`config.mk`:
```
export PLATFORM = sky130hd
export DESIGN_NAME = sio_master
export DESIGN_NICKNAME = d
export VERILOG_FILES = /design/src/rtl/sio_pkg.sv /design/src/rtl/sio_tick.sv /design/src/rtl/sio_engine.sv /design/src/rtl/sio_master.sv
export SDC_FILE = /design/constraint.sdc
export NUM_CORES = 1
export LEC_CHECK = 0
export CAP_MARGIN = 25
export CORE_MARGIN = 5
export CORE_UTILIZATION = 57
export DETAILED_ROUTE_END_ITERATION = 10
export PLACE_DENSITY = 0.83
export SKIP_LAST_GASP = 1
export SLEW_MARGIN = 25
export SYNTH_ARGS = -nofsm -noshare
export SYNTH_HDL_FRONTEND = slang
export SYNTH_HIERARCHICAL = 1
export SYNTH_SLANG_ARGS = --single-unit
```
`constraint.sdc`:
```
create_clock -name clk -period 3.6 [get_ports clk]
set_clock_uncertainty 0.2 [all_clocks]
set_input_delay 0.9 -clock clk [delete_from_list [all_inputs] [get_ports clk]]
set_output_delay 0.9 -clock clk [all_outputs]
set_load 0.005 [all_outputs]
```
`src/rtl/sio_pkg.sv`:
```
package sio_pkg;

    localparam int FRAME_BITS = 8;

    // Control register layout, LSB first: mode, receive enable, polarity, phase
    typedef struct packed {
        logic dphase;
        logic cpol;
        logic rx_en;
        logic cont;
    } sio_cfg_t;

    typedef enum logic [1:0] {
        ADR_CTRL = 2'd0,
        ADR_TX   = 2'd1,
        ADR_RX   = 2'd2,
        ADR_STAT = 2'd3
    } sio_addr_e;

    // Idle level of the serial clock for a given polarity bit
    function automatic logic idle_level(input logic pol);
        return ~pol;
    endfunction

endpackage

```
`src/rtl/sio_tick.sv`:
```
module sio_tick #(
    parameter int HALF = 2
) (
    input  logic clk,
    input  logic rst,
    input  logic run,
    output logic tick
);
    generate
        if (HALF == 1) begin : g_every
            assign tick = run;
        end else begin : g_count
            localparam int CW = $clog2(HALF);
            localparam logic [CW-1:0] LAST = CW'(HALF - 1);
            logic [CW-1:0] cnt;

            always_ff @(posedge clk) begin
                if (rst || !run) begin
                    cnt <= '0;
                end else if (cnt == LAST) begin
                    cnt <= '0;
                end else begin
                    cnt <= cnt + 1'b1;
                end
            end

            assign tick = run && (cnt == LAST);
        end
    endgenerate
endmodule

```
`src/rtl/sio_engine.sv`:
```
module sio_engine #(
    parameter int BITS = 8
) (
    input  logic            clk,
    input  logic            rst,
    input  logic            load,
    input  logic [BITS-1:0] load_data,
    input  logic            cpol,
    input  logic            dphase,
    input  logic            tick,
    input  logic            sdi,
    output logic            sck,
    output logic            sdo,
    output logic            active,
    output logic            done_now,
    output logic [BITS-1:0] rx_next
);
    localparam int EDGES = 2 * BITS;
    localparam int EW = $clog2(EDGES);
    localparam logic [EW-1:0] LAST_EDGE = EW'(EDGES - 1);

    logic [BITS-1:0] sh;
    logic [EW-1:0]   ecnt;
    logic            samp;
    logic            sck_n;    // clock normalised to idle-high
    logic            leading;

    assign leading  = ~ecnt[0];
    assign done_now = active && tick && (ecnt == LAST_EDGE);
    assign rx_next  = {sh[BITS-2:0], dphase ? samp : sdi};
    assign sck      = sck_n ^ cpol;

    always_ff @(posedge clk) begin
        if (rst) begin
            sh     <= '0;
            ecnt   <= '0;
            samp   <= 1'b0;
            sck_n  <= 1'b1;
            sdo    <= 1'b0;
            active <= 1'b0;
        end else if (load) begin
            sh     <= load_data;
            ecnt   <= '0;
            active <= 1'b1;
            sck_n  <= 1'b1;
            if (dphase) begin
                sdo <= load_data[BITS-1];
            end
        end else if (active && tick) begin
            sck_n <= ~sck_n;
            ecnt  <= ecnt + 1'b1;
            if (leading) begin
                if (dphase) begin
                    samp <= sdi;
                end else begin
                    sdo <= sh[BITS-1];
                end
            end else begin
                sh <= rx_next;
                if (dphase && (ecnt != LAST_EDGE)) begin
                    sdo <= sh[BITS-2];
                end
            end
            if (ecnt == LAST_EDGE) begin
                active <= 1'b0;
            end
        end
    end
endmodule

```
`src/rtl/sio_master.sv`:
```
module sio_master
    import sio_pkg::*;
#(
    parameter int DIV = 4
) (
    input  logic       clk,
    input  logic       rst,
    input  logic       wr_en,
    input  logic [1:0] wr_addr,
    input  logic [7:0] wr_data,
    input  logic [1:0] rd_addr,
    output logic [7:0] rd_data,
    output logic       sck,
    output logic       sdo,
    input  logic       sdi,
    output logic       busy,
    output logic       irq_tx,
    output logic       irq_rx
);
    localparam int HALF = (DIV < 2) ? 1 : DIV / 2;
    localparam int CFGW = $bits(sio_cfg_t);

    sio_cfg_t              cfg_q;
    logic [FRAME_BITS-1:0] txbuf_q;
    logic [FRAME_BITS-1:0] rx_q;
    logic [FRAME_BITS-1:0] rx_next;
    logic                  tx_full;
    logic                  active;
    logic                  done_now;
    logic                  tick;
    logic                  load;
    logic                  wr_tx;
    logic                  wr_ctl;
    logic                  accept_tx;
    logic                  irq_tx_q;
    logic                  irq_rx_q;
    logic                  mode_cont;
    logic                  mode_cpol;

    assign busy      = active | tx_full;
    assign wr_tx     = wr_en && (sio_addr_e'(wr_addr) == ADR_TX);
    assign wr_ctl    = wr_en && (sio_addr_e'(wr_addr) == ADR_CTRL);
    assign accept_tx = wr_tx && (cfg_q.cont || !busy);
    assign load      = tx_full && (!active || (done_now && cfg_q.cont));
    assign mode_cont = cfg_q.cont;
    assign mode_cpol = cfg_q.cpol;
    assign irq_tx    = irq_tx_q;
    assign irq_rx    = irq_rx_q;

    sio_tick #(.HALF(HALF)) u_tick (
        .clk  (clk),
        .rst  (rst),
        .run  (active),
        .tick (tick)
    );

    sio_engine #(.BITS(FRAME_BITS)) u_engine (
        .clk       (clk),
        .rst       (rst),
        .load      (load),
        .load_data (txbuf_q),
        .cpol      (cfg_q.cpol),
        .dphase    (cfg_q.dphase),
        .tick      (tick),
        .sdi       (sdi),
        .sck       (sck),
        .sdo       (sdo),
        .active    (active),
        .done_now  (done_now),
        .rx_next   (rx_next)
    );

    always_ff @(posedge clk) begin
        if (rst) begin
            cfg_q    <= '0;
            txbuf_q  <= '0;
            tx_full  <= 1'b0;
            rx_q     <= '0;
            irq_tx_q <= 1'b0;
            irq_rx_q <= 1'b0;
        end else begin
            if (wr_ctl && !busy) begin
                cfg_q <= sio_cfg_t'(wr_data[CFGW-1:0]);
            end
            if (load) begin
                tx_full <= 1'b0;
            end
            if (accept_tx) begin
                txbuf_q <= wr_data;
                tx_full <= 1'b1;
            end
            if (done_now && cfg_q.rx_en) begin
                rx_q <= rx_next;
            end
            irq_tx_q <= load && cfg_q.cont;
            irq_rx_q <= done_now && (!cfg_q.cont || cfg_q.rx_en);
        end
    end

    always_comb begin
        case (sio_addr_e'(rd_addr))
            ADR_CTRL: rd_data = {{(8-CFGW){1'b0}}, cfg_q};
            ADR_TX:   rd_data = txbuf_q;
            ADR_RX:   rd_data = rx_q;
            default:  rd_data = {6'b0, tx_full, busy};
        endcase
    end
endmodule

```
==> flow_metrics.env <==
export IMPL_outcome="finished, final reports clean"
export IMPL_dieArea_um2=4680
export IMPL_ant_nets=0
export IMPL_wire_per_inst_um=14.4
export IMPL_cts_root_buf="clkbuf_4"
export IMPL_clk_latency_ns=0.36
export IMPL_die_h_um=68.4
export IMPL_fin_total_pwr_mw=0.788
export IMPL_comb_power_share=0.094
export IMPL_setup_viol=0
export IMPL_switching_share=0.232
export IMPL_dr_first_iter_drc_count=144
export IMPL_ys_seq_elements=40
export IMPL_track_usage=0.196
export IMPL_synth_edff_count=0
export IMPL_syn_inst=208
export IMPL_vias_per_cell=5.53
export IMPL_ys_warnings_count=6
export IMPL_worst_slew_pin_slew_ns=0.420
export IMPL_fin_crit_ns=3.48
export IMPL_final_max_slew_viol_count=0
export IMPL_crit_path_start_kind="input pin"
export IMPL_vdd_drop_max_v=0.000210
export IMPL_cts_tree="yes"
export IMPL_grt_pass1_vias=1383
export IMPL_relSlewSlack=0.719
export IMPL_core_area_um2=3310
export IMPL_synth_ff_type="dfxtp_1"
export IMPL_maxCapViolations=0
export IMPL_netlist_area_um2=1940
export IMPL_place_congestion=0.761
export IMPL_fin_nets=250
export IMPL_dr_pass1_iters=4
export IMPL_critPathBufInv=3
export IMPL_path_clk_slew_ns=0.10
export IMPL_rsz0062_at_grt="no"
export IMPL_clockBufferDepth=2
export IMPL_critPathSlowestCell="clkdlybuf4s50_1"
export IMPL_critical_path_arrival_ns=2.38
export IMPL_hold_viol_final=0
export IMPL_antenna_found_initial=0
export IMPL_yosysSeqAreaShare=0.412
export IMPL_p_leak_nw=0.843
export IMPL_crit_path_max_incr_delay_ns=0.53
export IMPL_overflow=0
export IMPL_end_kind="primary output"
export IMPL_synthToLayoutAreaGrowth_pct=17.7
export IMPL_grt_start_max_net_pins=48
export IMPL_clkPwrFrac=0.320
export IMPL_core_rowCount=21
export IMPL_p_seq_frac=0.586
export IMPL_power_per_cell_area_nw_per_um2=344
export IMPL_crit_required_ns=2.50
export IMPL_synthArstFlopShare=0
export IMPL_grt_pass1_wl_um=6610
export IMPL_setup_worst_path_class="in -> out"
export IMPL_path_cells="clkdlybuf4s50_1, nor2b_2, buf_4, a22o_1, clkdlybuf4s50_1"
export IMPL_io_buffer_count=28
export IMPL_cts_hold_buf=0
export IMPL_io_pins=29
export IMPL_hpwl_um=2780
export IMPL_numCtsBuffers=5
export IMPL_htreeDepth=2
export IMPL_intPower_mw=0.605
export IMPL_synth_cell_type_count=41
export IMPL_cp_top_family="buffers and inverters"
export IMPL_via_count=1542
export IMPL_cpMostUsedCell="clkdlybuf4s50_1"
export IMPL_min_path_type="reg -> reg"
export IMPL_hold_slack_ns=0.232
export IMPL_remaining_drc_errors=0
export IMPL_die_w_um=68.4
export IMPL_switchingPower_mw=0.183
export IMPL_fin_crit_sh=0.968
export IMPL_syn_nets=225
export IMPL_diodes=0
export IMPL_fmax_mhz=287
export IMPL_routed_wl_um=4010
export IMPL_clkSinkCount=40
export IMPL_start_util=0.587
export IMPL_critical_path_max_fanout=4
export IMPL_layout_drive_gt1_share=0.116
export IMPL_syn_area_per_cell_um2=9.34
timing repair:
action | CTS | global route
hold endpoints to repair | 0 | 0
setup endpoints to repair | 2 | 4
resized for setup | 1 | 1
setup buffers | 0 | 0
registers in the layout, summed over array words and instances (netlist names), 2 cells and up:
signal         flops
txbuf_q            8
rx_q               8
u_engine/ecnt      4
u_engine/sh        8
cfg_q              2
power by group through the flow:
stage | clock network [mW] | logic (mW) | registers (mW)
after floorplan | 0 | 0.0451 | 0.467
after global placement | 0 | 0.0734 | 0.472
after detailed placement | 0 | 0.0745 | 0.472
after CTS | 0.260 | 0.0742 | 0.462
after global routing | 0.283 | 0.0806 | 0.463
final | 0.252 | 0.0741 | 0.462
synthesized netlist by cell type (5+ instances only):
cell	count	area, µm²
dfxtp_1	40	801
nand2_1	25	93.8
nand2b_1	21	131
mux2i_1	19	190
nand3_1	12	60.1
a21oi_1	11	55.1
nor2_1	8	30.0
buf_4	7	52.6
a311oi_1	6	52.6
nor2b_1	6	37.5
o21ai_0	5	25.0
stage by stage:
| stage | setup WS, ns | instances | utilization | instance area (µm²) | TNS (ns) |
|---|---|---|---|---|---|
| after global placement | -0.0328 | 272 | 0.671 | 2220 | -0.0328 |
| after CTS | 0.0824 | 279 | 0.690 | 2280 | 0 |
| final | 0.116 | 279 | 0.691 | 2290 | 0 |
| after floorplan | 0.877 | 208 | - | 1940 | 0 |
| after global routing | 0.0358 | 279 | 0.691 | 2290 | 0 |
| after detailed placement | -0.0411 | 272 | 0.671 | 2220 | -0.0446 |
worst register-to-register path, stage by stage, from the launching register on:
cell      delay [ns]
dfxtp_1         0.43
and2_2          0.28
nand2_2         0.16
nor2_1          0.07
buf_4           0.17
a21boi_0        0.32
nor2b_1         0.09
buf_4           0.19
inv_1           0.33
nor2_1          0.10
a311oi_1        0.26
per-layer routing:
| layer | vias to the layer above | share of wire | routed length (µm) | global-route usage |
|---|---|---|---|---|
| li1 | 767 | - | - | - |
| met1 | 726 | 0.46 | 1840 | 0.260 |
| met2 | 40 | 0.46 | 1840 | 0.282 |
| met3 | 9 | 0.055 | 220 | 0.0706 |
| met4 | 0 | 0.026 | 103 | 0.0868 |
| met5 | - | 0 | 0 | 0 |
layout by cell type (no fill, tap or decap), types with 6 or more instances in the layout:
master	Yosys	final
a21oi_1	11	11
a311oi_1	6	6
buf_4	7	7
clkdlybuf4s50_1	0	27
dfxtp_1	40	40
mux2i_1	19	19
nand2_1	25	25
nand2b_1	21	21
nand3_1	12	12
nor2_1	8	8
final timing paths:
kind | endpoint | depth (start not counted) | slack, ns | start
max | rd_data[4] | 5 | 0.12 | rd_addr[0]
min reg2reg | u_tick/g_count.cnt | 1 | 0.23 | u_tick/g_count.cnt
min | u_tick/g_count.cnt | 1 | 0.23 | u_tick/g_count.cnt
max reg2reg | u_engine/sh[5] | 10 | 0.91 | u_engine/active
logic make-up (layout without fill, tap and decap cells):
group / Yosys count / count (layout) / share of synthesized area
buffers and inverters: 20 / 45 / 0.0637
DFF: 40 / 40 / 0.412
xor gates and xnor gates: 5 / 5 / 0.0225
muxes: 23 / 23 / 0.135
adders and majority gates: 1 / 1 / 0.00644
AOI/OAI and AO/OA: 31 / 31 / 0.112
and+or+nand+nor: 88 / 88 / 0.249
layout make-up:
cell class                 count  area, µm²
timing repair buffer          35        332
clock buffer                   7       65.1
fill                         293       1020
tap                           46       57.6
sequential                    40        801
inverter                       3       11.3
multi-input combinational    148       1020
Note: power is estimated with default switching activity, not from simulation.
